**config.mk**
```make
export PLATFORM = sky130hd
export DESIGN_NAME = cmdword_ram
export DESIGN_NICKNAME = d
export VERILOG_FILES = /design/src/rtl/cmdram_pkg.sv /design/src/rtl/cmdram_decode.sv /design/src/rtl/cmdram_ptrs.sv /design/src/rtl/cmdram_array.sv /design/src/rtl/cmdram_rdout.sv /design/src/rtl/cmdword_ram.sv
export SDC_FILE = /design/constraint.sdc
export NUM_CORES = 2
export LEC_CHECK = 0
export ABC_CLOCK_PERIOD_IN_PS = 2300
export BUFFER_PORTS_ARGS = -buffer_cell sky130_fd_sc_hd__buf_4
export CAP_MARGIN = 10
export CORE_MARGIN = 2
export CORE_UTILIZATION = 35
export CTS_BUF_LIST = sky130_fd_sc_hd__clkbuf_8
export CTS_CLUSTER_SIZE = 14
export DETAILED_ROUTE_END_ITERATION = 16
export HOLD_SLACK_MARGIN = 0.08
export PLACE_DENSITY = 0.59
export SYNTH_ARGS = -nofsm -noshare
export SYNTH_HDL_FRONTEND = slang
export SYNTH_SLANG_ARGS = --single-unit
export TNS_END_PERCENT = 50
```
**constraint.sdc**
```tcl
create_clock -name clk -period 2.3 [get_ports clk]
set_input_delay 0.115 -clock clk [delete_from_list [all_inputs] [get_ports clk]]
set_output_delay 0.115 -clock clk [all_outputs]
set_load 0.02 [all_outputs]
```
**src/rtl/cmdram_pkg.sv**
```systemverilog
package cmdram_pkg;

    typedef enum logic [1:0] {
        OP_LOAD_WPTR = 2'b00,
        OP_STORE     = 2'b01,
        OP_LOAD_RPTR = 2'b10,
        OP_FETCH     = 2'b11
    } cmd_op_e;

    typedef struct packed {
        logic load_wptr;
        logic store;
        logic load_rptr;
        logic fetch;
    } cmd_strobe_t;

endpackage

```
**src/rtl/cmdram_decode.sv**
```systemverilog
module cmdram_decode
    import cmdram_pkg::*;
#(
    parameter int FW = 8
) (
    input  logic          cmd_valid,
    input  logic [FW+1:0] cmd_word,
    output cmd_strobe_t   strobe,
    output logic [FW-1:0] field
);

    cmd_op_e op;

    always_comb begin
        op     = cmd_op_e'(cmd_word[FW+1:FW]);
        field  = cmd_word[FW-1:0];
        strobe = '0;
        if (cmd_valid) begin
            unique case (op)
                OP_LOAD_WPTR: strobe.load_wptr = 1'b1;
                OP_STORE:     strobe.store     = 1'b1;
                OP_LOAD_RPTR: strobe.load_rptr = 1'b1;
                OP_FETCH:     strobe.fetch     = 1'b1;
                default:      strobe           = '0;
            endcase
        end
    end

    always_comb begin
        assert_one_action_R2: assert ($onehot0(strobe));
    end

endmodule

```
**src/rtl/cmdram_ptrs.sv**
```systemverilog
module cmdram_ptrs
    import cmdram_pkg::*;
#(
    parameter int AW = 8,
    parameter int FW = 8
) (
    input  logic          clk,
    input  logic          rst_n,
    input  cmd_strobe_t   strobe,
    input  logic [FW-1:0] field,
    output logic [AW-1:0] wptr,
    output logic [AW-1:0] rptr
);

    typedef struct packed {
        logic [AW-1:0] wptr;
        logic [AW-1:0] rptr;
    } ptr_state_t;

    ptr_state_t st_d, st_q;

    always_comb begin
        st_d = st_q;
        if (strobe.load_wptr) begin
            st_d.wptr = field[AW-1:0];
        end
        if (strobe.load_rptr) begin
            st_d.rptr = field[AW-1:0];
        end
    end

    always_ff @(posedge clk) begin
        if (!rst_n) begin
            st_q <= '0;
        end else begin
            st_q <= st_d;
        end
    end

    assign wptr = st_q.wptr;
    assign rptr = st_q.rptr;

    assert_wptr_load_R3: assert property (@(posedge clk) disable iff (!rst_n)
        strobe.load_wptr |=> (wptr == $past(field[AW-1:0])));

    assert_wptr_hold_R4: assert property (@(posedge clk) disable iff (!rst_n)
        !strobe.load_wptr |=> $stable(wptr));

    assert_rptr_load_R5: assert property (@(posedge clk) disable iff (!rst_n)
        strobe.load_rptr |=> (rptr == $past(field[AW-1:0])));

    assert_rptr_hold_R6: assert property (@(posedge clk) disable iff (!rst_n)
        !strobe.load_rptr |=> $stable(rptr));

endmodule

```
**src/rtl/cmdram_array.sv**
```systemverilog
module cmdram_array #(
    parameter int DEPTH = 256,
    parameter int AW    = 8,
    parameter int DW    = 8
) (
    input  logic          clk,
    input  logic          wr_en,
    input  logic [AW-1:0] wptr,
    input  logic [DW-1:0] wdata,
    input  logic [AW-1:0] rptr,
    output logic [DW-1:0] rdata
);

    localparam int IW = (DEPTH > 1) ? $clog2(DEPTH) : 1;
    localparam bit POW2 = (DEPTH == (1 << IW)) && (AW >= IW);

    logic [IW-1:0] widx;
    logic [IW-1:0] ridx;

    generate
        if (POW2) begin : g_slice
            assign widx = wptr[IW-1:0];
            assign ridx = rptr[IW-1:0];
        end else begin : g_modulo
            logic [31:0] wmod;
            logic [31:0] rmod;
            always_comb begin
                wmod = 32'(wptr) % 32'(DEPTH);
                rmod = 32'(rptr) % 32'(DEPTH);
            end
            assign widx = wmod[IW-1:0];
            assign ridx = rmod[IW-1:0];
        end
    endgenerate

    logic [DW-1:0] mem [DEPTH];

    always_ff @(posedge clk) begin
        if (wr_en) begin
            mem[widx] <= wdata;
        end
    end

    assign rdata = mem[ridx];

    always_comb begin
        assert_index_in_range_R10: assert (32'(ridx) < 32'(DEPTH) && 32'(widx) < 32'(DEPTH));
    end

endmodule

```
**src/rtl/cmdram_rdout.sv**
```systemverilog
module cmdram_rdout #(
    parameter int DW = 8
) (
    input  logic          clk,
    input  logic          rst_n,
    input  logic          fetch,
    input  logic [DW-1:0] rdata,
    output logic [DW-1:0] rd_data,
    output logic          rd_valid
);

    typedef struct packed {
        logic          valid;
        logic [DW-1:0] data;
    } out_state_t;

    out_state_t st_d, st_q;

    always_comb begin
        st_d       = st_q;
        st_d.valid = fetch;
        if (fetch) begin
            st_d.data = rdata;
        end
    end

    always_ff @(posedge clk) begin
        if (!rst_n) begin
            st_q <= '0;
        end else begin
            st_q <= st_d;
        end
    end

    assign rd_data  = st_q.data;
    assign rd_valid = st_q.valid;

    assert_valid_after_fetch_R7: assert property (@(posedge clk) disable iff (!rst_n)
        fetch |=> rd_valid);

    assert_valid_low_otherwise_R7: assert property (@(posedge clk) disable iff (!rst_n)
        !fetch |=> !rd_valid);

    assert_data_follows_array_R6: assert property (@(posedge clk) disable iff (!rst_n)
        fetch |=> (rd_data == $past(rdata)));

    assert_data_held_R8: assert property (@(posedge clk) disable iff (!rst_n)
        !fetch |=> $stable(rd_data));

endmodule

```
**src/rtl/cmdword_ram.sv**
```systemverilog
module cmdword_ram
    import cmdram_pkg::*;
#(
    parameter int DEPTH = 256,
    parameter int AW    = 8,
    parameter int FW    = 8
) (
    input  logic          clk,
    input  logic          rst_n,
    input  logic          cmd_valid,
    input  logic [FW+1:0] cmd_word,
    output logic [FW-1:0] rd_data,
    output logic          rd_valid
);

    cmd_strobe_t   strobe;
    logic [FW-1:0] field;
    logic [AW-1:0] wptr;
    logic [AW-1:0] rptr;
    logic [FW-1:0] rdata;

    cmdram_decode #(.FW(FW)) u_decode (
        .cmd_valid (cmd_valid),
        .cmd_word  (cmd_word),
        .strobe    (strobe),
        .field     (field)
    );

    cmdram_ptrs #(.AW(AW), .FW(FW)) u_ptrs (
        .clk    (clk),
        .rst_n  (rst_n),
        .strobe (strobe),
        .field  (field),
        .wptr   (wptr),
        .rptr   (rptr)
    );

    cmdram_array #(.DEPTH(DEPTH), .AW(AW), .DW(FW)) u_array (
        .clk   (clk),
        .wr_en (strobe.store),
        .wptr  (wptr),
        .wdata (field),
        .rptr  (rptr),
        .rdata (rdata)
    );

    cmdram_rdout #(.DW(FW)) u_rdout (
        .clk      (clk),
        .rst_n    (rst_n),
        .fetch    (strobe.fetch),
        .rdata    (rdata),
        .rd_data  (rd_data),
        .rd_valid (rd_valid)
    );

    assert_idle_no_pulse_R2: assert property (@(posedge clk) disable iff (!rst_n)
        !cmd_valid |=> !rd_valid);

endmodule

```
## After elaboration in Yosys (flattened, before gate mapping)

Memories as Yosys holds them, arrays and structs flattened. A register that Yosys moved wholly into a read port is not among the register bits.
Index checks and enable logic that the tools add are counted.

- Flip-flop bits (word level): 17
- Bits in writable memories: 2,048
- Input bits: 13
- Output and inout bits: 9
- Logic and storage cells: 16
- Memories kept: 1

Memories:

| memory | depth | width | rd ports | clocked after memory_dff | write ports | line | source |
|---|---|---|---|---|---|---|---|
| u_array.mem | 256 | 8 | 1 | 1 | 1 | cmdram_array.sv:36 | `logic [DW-1:0] mem [DEPTH];` |

- Equality and inequality tests: 3
- Mux-type cells: 7
- Reductions and logical operators: 2

Operators by type and width:

| operator | count |
|---|---|
| $mux W1 | 6 |
| $eq A2 B2 Y1 const B | 2 |
| $mux W4 | 1 |
| $eq A2 B1 Y1 const B | 1 |
| $logic_not A2 Y1 | 1 |
| $logic_not A1 Y1 | 1 |

## Logic depth before layout (Yosys ltp)

- Depth in word-level cells: 5
- Depth in mapped cells: 13
- Depth with buffers taken out: 7

## By module

From an unflattened synthesis, not the netlist that was laid out.

- Cells, all modules: 3,815
- Area, all modules: 80,430.9 µm²

By module, submodules not included:

| module | times used | cells an instance | area an instance (µm²) | sequential area each (µm²) |
|---|---|---|---|---|
| cmdram_array | 1 | 3,725 | 79,396.1 | 61,499.0 |
| cmdram_ptrs | 1 | 51 | 608.1 | 320.3 |
| cmdram_rdout | 1 | 27 | 329.1 | 180.2 |
| cmdram_decode | 1 | 12 | 97.6 | 0.0 |

## Least setup slack after synthesis

Ideal clock, no wire load.

- Path type: reg-to-reg
- From: reg u_ptrs.st_q (netlist bit u_ptrs.rptr[0])
- To: reg u_rdout.rd_data[0] (netlist name)
- Setup time: 125 ps
- Data arrival time: 2,240 ps
- Data required time: 2,175 ps
- Path slack: -65 ps
- Stages on the path, launching flop included: 10
- Path buffers: 4
- Clock period less this slack: 2,365 ps
- Cells stage by stage: dfxtp_1 -> buf_6 -> buf_8 -> buf_6 -> buf_4 -> mux4_2 -> a2111oi_0 -> nor3_1 -> a32oi_1 -> o31ai_1

RTL lines:

| item | line | source |
|---|---|---|
| start, declared | cmdram_ptrs.sv:20 | `ptr_state_t st_d, st_q;` |
| start signal, assigned | cmdram_ptrs.sv:36 | `st_q <= st_d;` |

==> results.sh <==
export IMPL_remaining_drc_errors=0
export IMPL_cts_buffer_depth=4
export IMPL_run_status="complete, but fails checks"
export IMPL_hold_path_startpoint="cmd_word[1]"
export IMPL_core_area_mm2=0.230
export IMPL_setup_repair_after_global_routing_missed_its_margin="yes"
export IMPL_clockRootBuffer="clkbuf_8"
export IMPL_wirelength_mm=221
export IMPL_final_max_tran_viols=0
export IMPL_synth_top_family_by_area="multiplexers"
export IMPL_power_static_leakage_nw=31.5
export IMPL_synth_xor_area_share_pct=0
export IMPL_cts_inserted_buffers=350
export IMPL_failed_checks="setup timing"
export IMPL_crit_path_launch_type="register"
export IMPL_grt_ovfl_total=0
export IMPL_p_per_area_mw_per_mm2=748
export IMPL_timing_max_cap_violations=0
export IMPL_tritoncts_num_sinks=2073
export IMPL_layout_cells_sized_above_1_pct=35.9
export IMPL_place_congestion=0.930
export IMPL_crit_family="buffers and inverters"
export IMPL_synth_largest_area_cell="edfxtp_1"
export IMPL_worst_r2r_start="u_ptrs.rptr[0]"
export IMPL_cts_htree_levels=5
export IMPL_avgViaCountPerCell=5.33
export IMPL_muxShareOfSynthArea_pct=15.3
export IMPL_maxSlewHeadroom_pct=32.2
export IMPL_grt_usage_pct=18.4
export IMPL_critical_path_most_common_cell="buf_12"
export IMPL_synth_top_cells_by_area="edfxtp_1 76%, mux4_2 12%, mux2i_1 3.1%"
export IMPL_critical_path_buf_inv_count=6
export IMPL_setup_viol_count_final=8
export IMPL_port_buffers=21
export IMPL_synth_distinct_cells=67
export IMPL_synth_seq_cells=2073
export IMPL_layout_worst_path_cycle_share_pct=128
export IMPL_num_io_pins=22
export IMPL_post_dp_hpwl_mm=142
export IMPL_synth_adder_area_share_pct=0
export IMPL_main_synth_ff_type="edfxtp_1"
export IMPL_first_global_vias=44100
export IMPL_drt_antenna_violating_nets=0
export IMPL_max_clock_freq_mhz=340
export IMPL_number_of_vias_after_detailed_routing=43600
export IMPL_timing_final_hold_violations=0
export IMPL_worstPathCellList="buf_12 > buf_4 > buf_12 > buf_16 > buf_12 > mux2i_2 > o22ai_2 > mux2i_2 > a31oi_1 > nand3_1 > nor2_2 > buf_4 > a221o_1"
export IMPL_drtIter0Drc=4875
export IMPL_synth_cell_area_mm2=0.0809
export IMPL_share_of_synthesized_cell_area_in_and_or_nand_and_nor_gates_pct=3.17
export IMPL_worst_setup_path_startpoint="u_ptrs.rptr[0]"
export IMPL_drt_pass1_iter_count=6
export IMPL_antenna_found_initial=4
export IMPL_classification_of_the_worst_setup_path="register to register"
export IMPL_critical_path_arrival_ns=3.85
export IMPL_synth_nets=3922
export IMPL_crit_path_top_delay_cell="dfxtp_4"
export IMPL_hold_path_class="input port to register"
export IMPL_synth_top_area_share_pct=76.0
export IMPL_skew_ns=0.0758
export IMPL_clk_latency_ns=1.02
export IMPL_initial_utilization_pct=35.2
export IMPL_final_setup_tns_ns=-4.62
export IMPL_worst_slew_pin_slew_ns=1.01
export IMPL_grt_start_max_net_pins=98
export IMPL_placementRows=176
export IMPL_yosys_warnings=0
export IMPL_synth_avg_cell_area_um2=20.7
export IMPL_route_detailed_wl_per_inst_um=27.0
export IMPL_die_height_um=485
export IMPL_design_die_area_mm2=0.235
export IMPL_p_total_mw=73.6
export IMPL_period_needed_ns=2.94
export IMPL_reg_clk_slew_reported_paths_ns=0.06
export IMPL_grt_pass1_wl_mm=315
export IMPL_nets=4931
export IMPL_area_growth_pct=21.7
export IMPL_critPathMaxStageDelay_ns=0.40
export IMPL_irDropWorstVdd_v=0.000414
export IMPL_horizontal_extent_of_the_die_um=485
export IMPL_ys_seq_area_share_pct=76.7
export IMPL_crit_fanout=15
export IMPL_synth_edff_count=2048
export IMPL_critPathRequiredTime_ns=3.21
export IMPL_critical_path_endpoint_type="register"
export IMPL_synth_compound_area_share_pct=2.78
export IMPL_async_reset_ff_share_pct=0
export IMPL_final_critical_path_setup_slack_ns=-0.640
export IMPL_syn_inst=3909
export IMPL_clock_tree_from_tritoncts="done"
repair_timing:
item / 4_1_cts / 5_1_grt
buffers inserted: 47 / 28
hold buffers: 19 / 0
endpoints found under the setup margin: 251 / 341
pin swaps: 35 / 20
hold endpoints to repair: 2076 / 0
gates resized for setup: 199 / 66
gates cloned: 13 / 2
through the flow:
stage | worst slack, ns | instance area, um2 | utilization, % | cells | hold slack, ns
global placement | -2.00 | 90100 | 39.2 | 7490 | 0.494
detailed placement | -1.23 | 90100 | 39.2 | 7491 | 0.512
floorplan | -0.00787 | 80900 | - | 3909 | 0.214
global route | -0.691 | 98500 | 42.8 | 8184 | 0.112
finish | -0.640 | 98500 | 42.8 | 8184 | 0.170
CTS | -0.617 | 97900 | 42.6 | 8154 | 0.0884
worst paths after layout:
path	slack (ns)	cells past startpoint	endpoint
setup / recovery	-0.64	13	u_rdout.rd_data[3]
setup reg to reg	-0.64	13	u_rdout.rd_data[3]
hold / removal	0.17	2	u_array.mem[254][1]
hold reg to reg	0.56	2	u_ptrs.rptr[7]
synth_stat cells (all sizes together), types with 4 or more instances:
cell and instances:
nor2 315, o22ai 78, nor3 45, nand3 51, nor2b 15, a2111oi 21
a31oi 13, a211oi 20, nor4 13, o221ai 36, a21oi 35, nand2b 8
buf 146, and2 10, o21ai 33, nand4 14, a32oi 8, nand2 88
mux4 435, clkbuf 93, a22o 9, mux2 4, a22oi 32, or3 11
o211ai 5, a221oi 5, o22a 5, mux2i 248, edfxtp 2048, dfxtp 25
worst register-to-register path: cells and delay by family (launching register included):
kind	cells	cell delay [ns]
buf+inv	6	0.98
mux	2	0.55
simple gates	2	0.21
flops	1	0.40
compound gates	3	0.69
where the power goes:
group          internal (mW)  switching [mW]
Clock                   14.6            14.2
Sequential              41.5          0.0484
Combinational           1.33            1.94
metal layers:
metal  GRT usage [%]  wire [um]
met3            3.42      16100
met1            25.2      91300
met4            7.04       8480
met5               0          0
met2            29.3     105000
state kept, by name, summed over array words and instances (netlist names):
signal	count
u_array.mem	2048
u_ptrs.rptr	8
u_ptrs.wptr	8
u_rdout.rd_data	8
u_rdout.rd_valid	1
cells by family (layout without fill, tap and decap cells):
logic type      Yosys count  count (layout)
simple gates            586             586
compound gates          319             319
mux                     687             687
flops                  2073            2073
buf+inv                 244            1491
other cells               0               2
area by class of cell:
class	count	area, um2
fillers	20000	131000
clock buffers	356	4900
well taps	3026	3790
inverters	4	20.0
clock inverters	234	1030
multi-input cells	1592	18000
flip-flops and latches	2073	62000
repair buffers	897	8660
diodes	2	5.00
cell usage in the layout (no fill, tap or decap), types with 8 or more instances in the layout:
cell type and n:
buf_4 725, nor3_1 36, a31oi_1 11, buf_8 12, edfxtp_1 2048, a21oi_1 31, and2_1 8, o21ai_0 25
o221ai_1 33, inv_1 115, nand2_1 85, or3_1 9, buf_16 22, a2111oi_4 10, mux2i_1 245, a22oi_1 26
clkinv_2 25, a22o_1 8, buf_6 17, buf_12 94, nand4_1 14, nor2_1 269, nand3_1 46, a211oi_1 15
clkbuf_8 360, mux4_2 428, clkinvlp_4 8, dfxtp_1 19, dlygate4sd3_1 19, nor2_2 42, o22ai_1 69, clkinv_1 84
nor2b_1 11
Power figures use the tool's default switching activity.
